## src/rtl/adc_deser_pkg.sv

```systemverilog
package adc_deser_pkg;

    typedef enum logic {
        LK_SEARCH = 1'b0,
        LK_LOCKED = 1'b1
    } lock_state_e;

    // decision taken at one frame end
    typedef struct packed {
        logic match;
        logic slip_step;
        logic gain_lock;
        logic lose_lock;
    } align_event_t;

    // bits needed to count 0..n-1, at least one
    function automatic int width_of(input int n);
        return (n > 1) ? $clog2(n) : 1;
    endfunction

endpackage

```

## src/rtl/adc_lane_history.sv

```systemverilog
module adc_lane_history #(
    parameter int LANE_BITS = 8,
    parameter int SLIP_W    = 3
) (
    input  logic                 clk,
    input  logic                 rst,
    input  logic                 bit_rise,
    input  logic                 bit_fall,
    input  logic [SLIP_W-1:0]    slip,
    output logic [LANE_BITS-1:0] window
);
    localparam int HIST_W = 2 * LANE_BITS;

    logic [HIST_W-1:0] hist_q;
    logic [HIST_W-1:0] hist_d;

    // newest bit at index 0; the rise bit is older than the fall bit
    assign hist_d = {hist_q[HIST_W-3:0], bit_rise, bit_fall};

    always_ff @(posedge clk) begin
        if (rst) begin
            hist_q <= '0;
        end else begin
            hist_q <= hist_d;
        end
    end

    // window[LANE_BITS-1] is the earliest bit of the selected frame
    assign window = hist_d[slip +: LANE_BITS];

endmodule

```

## src/rtl/adc_frame_aligner.sv

```systemverilog
module adc_frame_aligner
    import adc_deser_pkg::*;
#(
    parameter int LANE_BITS     = 8,
    parameter int LOCK_MATCHES  = 4,
    parameter int UNLOCK_MISSES = 2,
    parameter int SLIP_CNT_W    = 8,
    localparam int SLIP_W       = width_of(LANE_BITS)
) (
    input  logic                  clk,
    input  logic                  rst,
    input  logic [LANE_BITS-1:0]  fclk_window,
    output logic                  frame_tick,
    output logic [SLIP_W-1:0]     slip,
    output logic                  lock_next,
    output logic                  locked,
    output logic [SLIP_CNT_W-1:0] slip_count
);
    localparam int CPF    = LANE_BITS / 2;
    localparam int FCNT_W = width_of(CPF);
    localparam int GOOD_W = width_of(LOCK_MATCHES + 1);
    localparam int MISS_W = width_of(UNLOCK_MISSES + 1);

    localparam logic [SLIP_W-1:0]    SLIP_LAST = SLIP_W'(LANE_BITS - 1);
    localparam logic [FCNT_W-1:0]    FCNT_LAST = FCNT_W'(CPF - 1);
    localparam logic [GOOD_W-1:0]    GOOD_LAST = GOOD_W'(LOCK_MATCHES - 1);
    localparam logic [MISS_W-1:0]    MISS_LAST = MISS_W'(UNLOCK_MISSES - 1);
    localparam logic [LANE_BITS-1:0] FRAME_PAT =
        {{(LANE_BITS / 2){1'b1}}, {(LANE_BITS / 2){1'b0}}};

    logic [FCNT_W-1:0]     fcnt_q;
    lock_state_e           state_q, state_d;
    logic [SLIP_W-1:0]     slip_q, slip_d;
    logic [GOOD_W-1:0]     good_q, good_d;
    logic [MISS_W-1:0]     miss_q, miss_d;
    logic [SLIP_CNT_W-1:0] cnt_q, cnt_d;
    align_event_t          ev;

    assign frame_tick = (fcnt_q == FCNT_LAST);

    always_ff @(posedge clk) begin
        if (rst) begin
            fcnt_q <= '0;
        end else if (frame_tick) begin
            fcnt_q <= '0;
        end else begin
            fcnt_q <= fcnt_q + 1'b1;
        end
    end

    always_comb begin
        ev       = '0;
        ev.match = (fclk_window == FRAME_PAT);
        state_d  = state_q;
        slip_d   = slip_q;
        good_d   = good_q;
        miss_d   = miss_q;
        cnt_d    = cnt_q;
        if (frame_tick) begin
            unique case (state_q)
                LK_SEARCH: begin
                    if (ev.match) begin
                        if (good_q == GOOD_LAST) begin
                            ev.gain_lock = 1'b1;
                            state_d      = LK_LOCKED;
                            good_d       = '0;
                            miss_d       = '0;
                        end else begin
                            good_d = good_q + 1'b1;
                        end
                    end else begin
                        ev.slip_step = 1'b1;
                        good_d       = '0;
                        slip_d       = (slip_q == SLIP_LAST) ? '0 : slip_q + 1'b1;
                        if (cnt_q != '1) begin
                            cnt_d = cnt_q + 1'b1;
                        end
                    end
                end
                LK_LOCKED: begin
                    if (ev.match) begin
                        miss_d = '0;
                    end else if (miss_q == MISS_LAST) begin
                        ev.lose_lock = 1'b1;
                        state_d      = LK_SEARCH;
                        miss_d       = '0;
                        good_d       = '0;
                        cnt_d        = '0;
                    end else begin
                        miss_d = miss_q + 1'b1;
                    end
                end
                default: state_d = LK_SEARCH;
            endcase
        end
    end

    always_ff @(posedge clk) begin
        if (rst) begin
            state_q <= LK_SEARCH;
            slip_q  <= '0;
            good_q  <= '0;
            miss_q  <= '0;
            cnt_q   <= '0;
        end else begin
            state_q <= state_d;
            slip_q  <= slip_d;
            good_q  <= good_d;
            miss_q  <= miss_d;
            cnt_q   <= cnt_d;
        end
    end

    assign slip       = slip_q;
    assign lock_next  = (state_d == LK_LOCKED);
    assign locked     = (state_q == LK_LOCKED);
    assign slip_count = cnt_q;

    AST_SLIP_AT_FRAME_ONLY: assert property (@(posedge clk) disable iff (rst)
        !frame_tick |=> $stable(slip_q));
    AST_SLIP_ON_MISS: assert property (@(posedge clk) disable iff (rst)
        (frame_tick && state_q == LK_SEARCH && !ev.match) |=> (slip_q != $past(slip_q)));
    AST_SLIP_FROZEN_LOCKED: assert property (@(posedge clk) disable iff (rst)
        locked |=> $stable(slip_q));
    AST_LOCK_ON_MATCH: assert property (@(posedge clk) disable iff (rst)
        $rose(locked) |-> $past(frame_tick && ev.match));
    AST_UNLOCK_ON_MISS: assert property (@(posedge clk) disable iff (rst)
        $fell(locked) |-> $past(frame_tick && !ev.match));
    AST_COUNT_CLEAR_ON_DROP: assert property (@(posedge clk) disable iff (rst)
        $fell(locked) |-> (slip_count == '0));

endmodule

```

## src/rtl/adc_word_builder.sv

```systemverilog
module adc_word_builder #(
    parameter int SAMPLE_W  = 14,
    parameter int FRAME_W   = 16,
    parameter int WIRES     = 2,
    parameter bit MSB_FIRST = 1'b1,
    parameter bit BITWISE   = 1'b0,
    localparam int LANE_BITS = FRAME_W / WIRES
) (
    input  logic [WIRES*LANE_BITS-1:0] lane_bits,
    output logic [SAMPLE_W-1:0]        sample
);
    // per lane slice, index LANE_BITS-1 holds the highest-significance bit it carries
    logic [WIRES*LANE_BITS-1:0] ordered;
    logic [FRAME_W-1:0]         word;

    if (MSB_FIRST) begin : g_msb
        assign ordered = lane_bits;
    end else begin : g_lsb
        always_comb begin
            for (int w = 0; w < WIRES; w++) begin
                for (int j = 0; j < LANE_BITS; j++) begin
                    ordered[w*LANE_BITS + j] = lane_bits[w*LANE_BITS + LANE_BITS - 1 - j];
                end
            end
        end
    end

    if (WIRES == 1) begin : g_one_wire
        assign word = ordered;
    end else if (BITWISE) begin : g_interleave
        always_comb begin
            for (int j = 0; j < LANE_BITS; j++) begin
                word[2*j + 1] = ordered[j];
                word[2*j]     = ordered[LANE_BITS + j];
            end
        end
    end else begin : g_halves
        assign word = {ordered[LANE_BITS-1:0], ordered[2*LANE_BITS-1:LANE_BITS]};
    end

    // pad positions sit below the sample and are shifted out
    assign sample = SAMPLE_W'(word >> (FRAME_W - SAMPLE_W));

endmodule

```

## src/rtl/lvds_adc_deser_align.sv

```systemverilog
module lvds_adc_deser_align
    import adc_deser_pkg::*;
#(
    parameter int SAMPLE_W      = 14,
    parameter int FRAME_W       = 16,
    parameter int WIRES         = 2,
    parameter int NUM_CONV      = 2,
    parameter bit MSB_FIRST     = 1'b1,
    parameter bit BITWISE       = 1'b0,
    parameter int LOCK_MATCHES  = 4,
    parameter int UNLOCK_MISSES = 2,
    parameter int SLIP_CNT_W    = 8
) (
    input  logic                         clk,
    input  logic                         rst,
    input  logic [NUM_CONV*WIRES-1:0]    lane_rise,
    input  logic [NUM_CONV*WIRES-1:0]    lane_fall,
    input  logic                         frame_rise,
    input  logic                         frame_fall,
    output logic [NUM_CONV*SAMPLE_W-1:0] sample_data,
    output logic                         sample_valid,
    output logic                         locked,
    output logic [SLIP_CNT_W-1:0]        slip_count
);
    localparam int LANES     = NUM_CONV * WIRES;
    localparam int LANE_BITS = FRAME_W / WIRES;
    localparam int CPF       = LANE_BITS / 2;
    localparam int SLIP_W    = width_of(LANE_BITS);

    logic [SLIP_W-1:0]              slip;
    logic                           frame_tick;
    logic                           lock_next;
    logic [LANE_BITS-1:0]           fclk_win;
    logic [LANE_BITS-1:0]           lane_win [LANES];
    logic [WIRES*LANE_BITS-1:0]     conv_win [NUM_CONV];
    logic [NUM_CONV*SAMPLE_W-1:0]   decoded;
    logic [NUM_CONV*SAMPLE_W-1:0]   sample_q;
    logic                           valid_q;

    adc_lane_history #(.LANE_BITS(LANE_BITS), .SLIP_W(SLIP_W)) u_frame_hist (
        .clk      (clk),
        .rst      (rst),
        .bit_rise (frame_rise),
        .bit_fall (frame_fall),
        .slip     (slip),
        .window   (fclk_win)
    );

    for (genvar l = 0; l < LANES; l++) begin : g_lane
        adc_lane_history #(.LANE_BITS(LANE_BITS), .SLIP_W(SLIP_W)) u_hist (
            .clk      (clk),
            .rst      (rst),
            .bit_rise (lane_rise[l]),
            .bit_fall (lane_fall[l]),
            .slip     (slip),
            .window   (lane_win[l])
        );
    end

    adc_frame_aligner #(
        .LANE_BITS     (LANE_BITS),
        .LOCK_MATCHES  (LOCK_MATCHES),
        .UNLOCK_MISSES (UNLOCK_MISSES),
        .SLIP_CNT_W    (SLIP_CNT_W)
    ) u_aligner (
        .clk         (clk),
        .rst         (rst),
        .fclk_window (fclk_win),
        .frame_tick  (frame_tick),
        .slip        (slip),
        .lock_next   (lock_next),
        .locked      (locked),
        .slip_count  (slip_count)
    );

    for (genvar c = 0; c < NUM_CONV; c++) begin : g_conv
        for (genvar w = 0; w < WIRES; w++) begin : g_wire
            assign conv_win[c][w*LANE_BITS +: LANE_BITS] = lane_win[c*WIRES + w];
        end
        adc_word_builder #(
            .SAMPLE_W  (SAMPLE_W),
            .FRAME_W   (FRAME_W),
            .WIRES     (WIRES),
            .MSB_FIRST (MSB_FIRST),
            .BITWISE   (BITWISE)
        ) u_build (
            .lane_bits (conv_win[c]),
            .sample    (decoded[c*SAMPLE_W +: SAMPLE_W])
        );
    end

    always_ff @(posedge clk) begin
        if (rst) begin
            sample_q <= '0;
            valid_q  <= 1'b0;
        end else begin
            valid_q <= frame_tick && lock_next;
            if (frame_tick) begin
                sample_q <= decoded;
            end
        end
    end

    assign sample_data  = sample_q;
    assign sample_valid = valid_q;

    AST_VALID_NEEDS_LOCK: assert property (@(posedge clk) disable iff (rst)
        sample_valid |-> locked);
    AST_SAMPLE_HELD: assert property (@(posedge clk) disable iff (rst)
        !frame_tick |=> $stable(sample_q));
    if (CPF > 1) begin : g_pulse_chk
        AST_VALID_ONE_CYCLE: assert property (@(posedge clk) disable iff (rst)
            sample_valid |=> !sample_valid);
    end

endmodule

```

## config.mk

```make
export PLATFORM = sky130hd
export DESIGN_NAME = lvds_adc_deser_align
export DESIGN_NICKNAME = d
export VERILOG_FILES = /design/src/rtl/adc_deser_pkg.sv /design/src/rtl/adc_lane_history.sv /design/src/rtl/adc_frame_aligner.sv /design/src/rtl/adc_word_builder.sv /design/src/rtl/lvds_adc_deser_align.sv
export SDC_FILE = /design/constraint.sdc
export NUM_CORES = 1
export LEC_CHECK = 0
export BUFFER_PORTS_ARGS = -buffer_cell sky130_fd_sc_hd__buf_2
export CAP_MARGIN = 20
export CELL_PAD_IN_SITES_DETAIL_PLACEMENT = 1
export CELL_PAD_IN_SITES_GLOBAL_PLACEMENT = 1
export CORE_MARGIN = 8
export CORE_UTILIZATION = 35
export CTS_BUF_LIST = sky130_fd_sc_hd__clkbuf_16
export DETAILED_ROUTE_END_ITERATION = 10
export GPL_TIMING_DRIVEN = 1
export PLACE_DENSITY_LB_ADDON = 0.25
export SYNTH_ARGS = -nofsm -noshare
export SYNTH_HDL_FRONTEND = slang
export SYNTH_HIERARCHICAL = 1
export SYNTH_SLANG_ARGS = --single-unit
```

## constraint.sdc

```tcl
create_clock -name clk -period 4.6 [get_ports clk]
set_clock_uncertainty 0.1 [all_clocks]
set_input_delay 1.15 -clock clk [delete_from_list [all_inputs] [get_ports clk]]
set_output_delay 1.15 -clock clk [all_outputs]
set_load 0.01 [all_outputs]
```

# == Yosys cells after proc, flatten, opt, wreduce, memory -nomap -nowiden ==
# Index checks and enable logic that the tools add are counted.
# word_totals
regBits,118
latch_bits,0
mem_bits_rw,0
inputBits,12
output_inout_bits,38
mem_bits_ro,0
memories,0
# op_classes
bitwise,2
mul,0
n_eq_ne,12
reduce_logical,6
n_lt_le_gt_ge,0
n_shift,5
mux,22
n_addsub,5
div_mod_pow,0
# ops
op,count
$shiftx A16 B4 Y8,5
$mux W8,4
$pmux W8 S2,1
$mux W3,5
$reduce_and A3 Y1,3
$add A8 B1 Y8 const B,1
$eq A8 B8 Y1 const B,1
$mux W2,4
$ne A8 B8 Y1 const B,1
$add A3 B1 Y3 const B,2
$ne A2 B1 Y1 const B,3
$ne A2 B2 Y1 const B,3
$pmux W3 S2,1
$mux W1,5
$reduce_and A5 Y1,1
$add A2 B1 Y2 const B,2
$pmux W2 S2,1
$eq A3 B2 Y1 const B,1
$eq A3 B3 Y1 const B,1
$eq A2 B1 Y1 const B,1
$eq A2 B2 Y1 const B,1
$not A1 Y1,2
$pmux W1 S2,1
$reduce_or A2 Y1,1
$logic_and A1 B1 Y1,1

# == Depth between registers and ports, before layout ==
# Gate-level depths: netlist of the first run.
# depth
word_depth,6
mapped_depth,10

# == By module ==
# The synthesis of the first run kept the hierarchy.
# by_module_without_submodules
module,area_per_inst_um2,seq_area_each_um2,cells_each,n_inst
adc_lane_history,784.5,260.2,75,5
adc_frame_aligner,1029.7,380.4,109,1
lvds_adc_deser_align,1021.0,580.6,93,1
adc_word_builder,105.1,0.0,14,2

# == Worst setup path before layout of the first run ==
# OpenSTA, ideal clock, no wires.
# synth_timing
path_kind,input to register
start,input frame_rise
end,register u_aligner.cnt_q[3] (netlist: u_aligner/slip_count[3])
cell_stages,8
arrival_ns,2.760
path_slack_ns,1.601
cell_sequence,mux2i_1 o22ai_1 a221o_1 nor4_1 a221o_2 or3_1 buf_6 o41ai_2
# synth_between
elab_chain_len,4
word_cells_on_any_way,5
classes_between,3 x eq/ne; 1 x shift; 1 x reduce/logical
# synth_rtl
element,line_no,rtl
from (decl),lvds_adc_deser_align.sv:18,"input logic frame_rise,"
$shiftx A16 B4 Y8 (*),adc_lane_history.sv:29,assign window = hist_d[slip +: LANE_BITS];
via fclk_win[1],lvds_adc_deser_align.sv:33,logic [LANE_BITS-1:0] fclk_win;
$eq A8 B8 Y1 (*),adc_frame_aligner.sv:53,ev.match = (fclk_window == FRAME_PAT);
$ne A2 B2 Y1 (no source line),n/a,
$reduce_and A5 Y1 (no source line) (*),n/a,
to (signal assigned),adc_frame_aligner.sv:110,cnt_q <= cnt_d;
to (decl),adc_frame_aligner.sv:36,"logic [SLIP_CNT_W-1:0] cnt_q, cnt_d;"
# Mark *: on every way through the listed nets, which the timed path passes. The rest lies on a longest branch.
# A chain may end at the register's enable or synchronous reset.

# == Worst setup path in the final report of the first run ==
# layout_timing
start,register u_aligner.slip_q[0] (netlist: u_aligner/slip[0])
end,register u_aligner.cnt_q[6] (netlist: u_aligner/slip_count[6])
# layout_between
elab_chain_len,4
word_cells_on_any_way,5
classes_between,3 x eq/ne; 1 x shift; 1 x reduce/logical
# layout_rtl
element,line_no,rtl
from (decl),adc_frame_aligner.sv:33,"logic [SLIP_W-1:0] slip_q, slip_d;"
from (signal assigned),adc_frame_aligner.sv:107,slip_q <= slip_d;
$shiftx A16 B4 Y8 (*),adc_lane_history.sv:29,
via fclk_win[1],lvds_adc_deser_align.sv:33,
$eq A8 B8 Y1 (*),adc_frame_aligner.sv:53,
$ne A2 B2 Y1 (no source line),n/a,
$reduce_and A5 Y1 (no source line) (*),n/a,
# Marks and branches as above.

==> results of run 1 <==
worst max path at each step:
stage	start	end
global placement	frame_rise	u_aligner/slip_count[5]
floorplan	frame_rise	u_aligner/slip_count[3]
global route	u_aligner/slip[0]	u_aligner/slip_count[7]
CTS	u_aligner/slip[1]	u_aligner/slip_count[7]
detailed placement	frame_rise	u_aligner/slip_count[7]
finish	u_aligner/slip[0]	u_aligner/slip_count[6]
flip-flops by register name (all words and copies together), names as in the netlist:
name / count
u_aligner/locked: 1
u_aligner/slip_count: 8
u_aligner/fcnt_q: 2
sample_data: 28
g_lane.u_hist/hist_q: 52
u_aligner/slip: 3
u_aligner/good_q: 3
sample_valid: 1
u_aligner/miss_q: 2
u_frame_hist/hist_q: 13
per-layer routing:
layer | GRT usage, % | part of all wire (%) | vias to the layer above
met5 | 0 | 0 | -
met1 | 14.1 | 45 | 2153
met3 | 3.27 | 2.9 | 15
li1 | - | - | 2144
met2 | 22.2 | 50 | 50
met4 | 4.44 | 1.3 | 0
critical path, delay by kind of cell, from the launching register on:
family,cells,cell delay [ps]
compound gates,4,900
flops,1,660
mux,1,310
simple gates,2,1080
layout by cell type (no fill, tap or decap), types with 4 or more instances in the layout:
cell and instances:
sky130_fd_sc_hd__a21oi_1 8, sky130_fd_sc_hd__a221o_1 16, sky130_fd_sc_hd__a22oi_1 10, sky130_fd_sc_hd__and2_1 6, sky130_fd_sc_hd__and2_2 5, sky130_fd_sc_hd__and2b_2 5, sky130_fd_sc_hd__buf_2 48, sky130_fd_sc_hd__buf_4 6
sky130_fd_sc_hd__clkbuf_16 17, sky130_fd_sc_hd__clkinv_1 6, sky130_fd_sc_hd__clkinv_2 5, sky130_fd_sc_hd__dfxtp_1 111, sky130_fd_sc_hd__ha_1 4, sky130_fd_sc_hd__inv_1 5, sky130_fd_sc_hd__mux2_2 30, sky130_fd_sc_hd__mux2_4 15
sky130_fd_sc_hd__mux2i_1 87, sky130_fd_sc_hd__nand2_1 23, sky130_fd_sc_hd__nand2b_1 6, sky130_fd_sc_hd__nor2_1 35, sky130_fd_sc_hd__nor2b_1 71, sky130_fd_sc_hd__o21ai_0 13, sky130_fd_sc_hd__o221ai_1 10, sky130_fd_sc_hd__o22ai_1 18
sky130_fd_sc_hd__o311ai_0 6, sky130_fd_sc_hd__o41ai_2 6, sky130_fd_sc_hd__or2_2 5
cell type report:
class	count	area, um2	share of cell area, %
Clock buffer	17	425	6.38
Multi-Input combinational cell	411	3270	49.0
Sequential cell	113	2270	34.0
Clock inverter	15	125	1.88
Timing Repair Buffer	54	285	4.28
Inverter	5	18.8	0.281
Tap cell	225	282	4.22
stage by stage:
stage	cells	total power, uW	instance area (um2)
floorplan	593	1210	6080
finish	840	2430	6670
CTS	840	2460	6670
global route	840	2530	6670
detailed placement	808	1220	6120
global placement	808	1210	6120
report_power, final:
group	leakage (uW)	total, uW	switching (uW)	internal [uW]
registers	0.000918	1030	24.1	1000
logic	0.00131	171	89.1	81.7
clock network	0.000275	1230	449	779
==> results.json, run 1 <==
{
  "post_synth_inst_count": 593,
  "regToRegEndpoint": "u_aligner/slip_count[6]",
  "clockRootBuffer": "sky130_fd_sc_hd__clkbuf_16",
  "setup_viol_count_final": 0,
  "dr_total_vias": 4362,
  "synthesis.nets": 610,
  "worst_ir_drop_vdd_mv": 0.251,
  "finalWorstPathRequiredPeriod_ps": 3230,
  "detail_route.drc_violations": 0,
  "buffer_ports.inserted": 49,
  "maximum_clock_path_buffer_count": 2,
  "ant_nets": 0,
  "timing.reg2reg.setup_slack_ps": 1370,
  "crit_path_top_delay_cell": "sky130_fd_sc_hd__nor4_1",
  "gr_overflow_total": 0,
  "status": "finished clean",
  "power_density_nw_per_um2": 364,
  "critical_path.cell_chain": "mux2i_1, o22ai_1, a221o_1, nor4_1, a221o_2, or3_1, o41ai_2",
  "fmaxAchievable_ghz": 0.310,
  "static-leakage-power_uw": 0.00251,
  "postCtsHoldBufs": 0,
  "arrival_time_of_data_at_the_critical_path_endpoint_ps": 3390,
  "timing.slew.headroom_pct": 46.3,
  "totalNegativeSetupSlack_ps": 0,
  "min_period_over_period_pct": 70.1,
  "clock_insertion_delay_worst_skew_ps": 410,
  "nNetsFinal": 619,
  "synth-warning-count": 6,
  "synth.avg_cell_area_um2": 10.3,
  "drt_pass1_iterations": 4,
  "worst_pin_slew_ps": 798,
  "postCtsSetupBuffers": 0,
  "diodes_inserted": 0,
  "worstHoldPathCells": 2,
  "worst_setup_path_start_kind": "flip-flop",
  "maxSlewViolCount": 0,
  "hold_ws_ps": 334,
  "hold-path-endpoint": "u_aligner/miss_q[1]",
  "cts.reportedPaths.clkPinSlew_ps": 50,
  "criticalPathCategory": "flip-flop to flip-flop",
  "worstHoldStart": "u_aligner/miss_q[1]",
  "fp.dieArea_um2": 21800,
  "drt-total-wl_um": 13300,
  "finalHoldViolations": 0,
  "floorplan.rows": 48,
  "critPathCaptureType": "flip-flop",
  "clkSinkCount": 113,
  "timing.max_cap.violations": 0,
  "drt-wirelength-per-cell_um": 15.8,
  "cp_slowest_stage_delay_ps": 710,
  "tritoncts_clock_tree": "yes",
  "drt-initial-drc-count": 152,
  "initial_utilization_pct": 35.5,
  "grt_first_pass_wirelength_um": 22400,
  "crit_path_max_fanout": 35,
  "cp.required_ps": 4760,
  "crit-reg2reg-launch": "u_aligner/slip[0]",
  "final_core_utilization_pct": 39.0,
  "unrepaired_setup_endpoints_after_global_routing": "no",
  "setup_ws_ps": 1370,
  "fillers": 1956,
  "vias_in_the_first_global_route": 4672,
  "core_region_area_um2": 17100,
  "fp.dieW_um": 148,
  "cts_buffers": 17,
  "height_of_the_die_um": 148,
  "post_place_worst_slack_ps": 1030,
  "gpl.final_weighted_congestion": 0.757,
  "avgViaCountPerCell": 5.19,
  "area_delta_synth_final_pct": 9.72,
  "synthesis.area_um2": 6080,
  "min_path_type": "flip-flop to flip-flop",
  "drive_gt1_share_pct": 24.7,
  "pin_count_of_the_biggest_net_entering_global_routing": 57,
  "io_pins": 50,
  "grt_antenna_before_repair": 0,
  "reg2regPathDepth": 7,
  "postCtsResizedCells": 0,
  "dp.final_hpwl_um": 8970,
  "h-tree-depth": 4,
  "track_usage_pct": 12.5
}
Power figures use the tool's default switching activity.
==> run 2, diff against run 1 <==
Settings changed: ABC_AREA set to 1.
Clock period 4.6 ns to 3.11 ns, I/O delays scaled along.
==> run 2 against run 1 <==
Net effect: routed wire length grew 17%; first-iteration DRC count grew 57%; hold slack got worse by 8.0 ps; largest cell class unchanged; largest power group unchanged.
==> results.json, run 2 <==
{
  "area_delta_synth_final_pct": 10.5,
  "totalPowerFinal_uw": 3960,
  "p_sw_share_pct": 25.1,
  "clock_insertion_delay_worst_skew_ps": 420,
  "detail_route.drc_violations": 0,
  "post_synth_inst_count": 987,
  "largest_reg_flops": 52,
  "synthesis.area_um2": 6300,
  "setup_viol_count_final": 0,
  "internal_power_uw": 2970,
  "tritoncts_clock_tree": "yes",
  "min_period_over_period_pct": 81.5,
  "drive_gt1_share_pct": 13.1,
  "synthesis.nets": 1004,
  "grt_antenna_before_repair": 0,
  "totalNegativeSetupSlack_ps": 0,
  "initial_utilization_pct": 35.3,
  "postCtsHoldBufs": 0,
  "min_path_type": "flip-flop to flip-flop",
  "buffer_ports.inserted": 49,
  "track_usage_pct": 14.6,
  "timing.slew.headroom_pct": 56.9,
  "final_core_utilization_pct": 39.0,
  "fp.dieArea_um2": 22600,
  "clkSinkCount": 113,
  "gpl.final_weighted_congestion": 0.784,
  "grtUsageMet3_pct": 3.07,
  "grt_first_pass_wirelength_um": 27100,
  "height_of_the_die_um": 150,
  "postCtsSetupBuffers": 0,
  "top_usage_layer": "met2",
  "groute.layer.met2.usage_pct": 23.9,
  "drt-initial-drc-count": 239,
  "finalInstanceArea_um2": 6970,
  "avgViaCountPerCell": 4.70,
  "timing.max_cap.violations": 0,
  "cts.reportedPaths.clkPinSlew_ps": 50,
  "core_region_area_um2": 17800,
  "cts_buffers": 17,
  "drt-wirelength-per-cell_um": 12.6,
  "maximum_clock_path_buffer_count": 2,
  "fmaxAchievable_ghz": 0.395,
  "power_density_nw_per_um2": 569,
  "fillers": 2397,
  "cp.required_ps": 3350,
  "power.sequential.fraction_pct": 38.9,
  "ant_nets": 0,
  "static-leakage-power_uw": 0.00326,
  "vias_in_the_first_global_route": 5690,
  "drt_pass1_iterations": 4,
  "arrival_time_of_data_at_the_critical_path_endpoint_ps": 2780,
  "postCtsResizedCells": 0,
  "finalHoldViolations": 0,
  "synth-warning-count": 6,
  "io_pins": 50,
  "floorplan.rows": 49,
  "nNetsFinal": 1007,
  "drt-total-wl_um": 15500,
  "met1_usage_pct": 18.7,
  "layout_commonest_cell": "sky130_fd_sc_hd__nand2_1",
  "commonest_cells_after_routing_fill_and_taps_aside": "287 x sky130_fd_sc_hd__nand2_1, 168 x sky130_fd_sc_hd__nand3_1, 144 x sky130_fd_sc_hd__nor2_1",
  "status": "finished clean",
  "criticalPathCategory": "flip-flop to flip-flop",
  "registers.top_by_ff_count": "g_lane.u_hist/hist_q",
  "total_net_switching_power_uw": 994,
  "h-tree-depth": 4,
  "dr_total_vias": 5785,
  "critPathCaptureType": "flip-flop",
  "pin_count_of_the_biggest_net_entering_global_routing": 57,
  "fp.dieW_um": 150,
  "worst_ir_drop_vdd_mv": 0.395,
  "worst_pin_slew_ps": 646,
  "synth.avg_cell_area_um2": 6.39,
  "maxSlewViolCount": 0,
  "dpl_cell_area_um2": 6350,
  "crit_path_max_fanout": 25,
  "power.clock.fraction_pct": 51.3,
  "diodes_inserted": 0,
  "finalWorstPathRequiredPeriod_ps": 2530,
  "worst_setup_path_start_kind": "flip-flop",
  "gr_overflow_total": 0,
  "dp.final_hpwl_um": 10800,
  "clockRootBuffer": "sky130_fd_sc_hd__clkbuf_16",
  "comb_power_share_pct": 9.8,
  "unrepaired_setup_endpoints_after_global_routing": "no"
}
-- run 2: cell type report --
class | count | area [um2] | share of cell area, %
sequential | 113 | 2260 | 32.5
tap | 229 | 287 | 4.11
timing repair buffer | 58 | 313 | 4.49
clock inverter | 15 | 194 | 2.78
inverter | 134 | 515 | 7.40
clock buffer | 17 | 425 | 6.11
multi-input combinational | 666 | 2970 | 42.6
-- run 2: stage by stage --
stage,worst slack (ps),cells,hold slack [ps]
after floorplan,1020,987,303
after global placement,686,1200,314
after detailed placement,618,1200,326
after CTS,591,1232,331
after global routing,269,1232,354
final,576,1232,326
-- run 2: path summary, 6_finish.rpt --
kind                            slack, ps  cells after the start                  startpoint                          to
worst min register to register        330                      2  g_lane[3].u_hist/hist_q[0]  g_lane[3].u_hist/hist_q[2]
worst max-delay path                  580                     12           u_aligner/slip[1]     u_aligner/slip_count[6]
worst min-delay path                  330                      2  g_lane[3].u_hist/hist_q[0]  g_lane[3].u_hist/hist_q[2]
worst max register to register        580                     12           u_aligner/slip[1]     u_aligner/slip_count[6]
-- run 2: routing by layer --
metal	vias to the layer above	wire (um)
li1	3002	-
met3	22	543
met2	77	7040
met5	-	0
met1	2684	7680
met4	0	241
-- run 2: power by group through the flow --
stage	Clock, uW	Sequential [uW]	Combinational [uW]
6_report	2030	1540	389
5_1_grt	2150	1550	450
4_1_cts	2090	1540	397
3_5_place_dp	0	1580	394
3_3_place_gp	0	1570	390
2_1_floorplan	0	1580	332
-- run 2: critical path, cell delays in order (launching register included) --
cell and delay (ps):
sky130_fd_sc_hd__dfxtp_2 630, sky130_fd_sc_hd__inv_1 330, sky130_fd_sc_hd__nand3_1 210, sky130_fd_sc_hd__nand3_1 90, sky130_fd_sc_hd__nand2_1 80, sky130_fd_sc_hd__inv_1 40, sky130_fd_sc_hd__nand2_2 70, sky130_fd_sc_hd__nor2_4 50
sky130_fd_sc_hd__nand3_2 60, sky130_fd_sc_hd__nand3_2 230, sky130_fd_sc_hd__nor2_4 320, sky130_fd_sc_hd__nand2_1 90, sky130_fd_sc_hd__a21oi_1 160
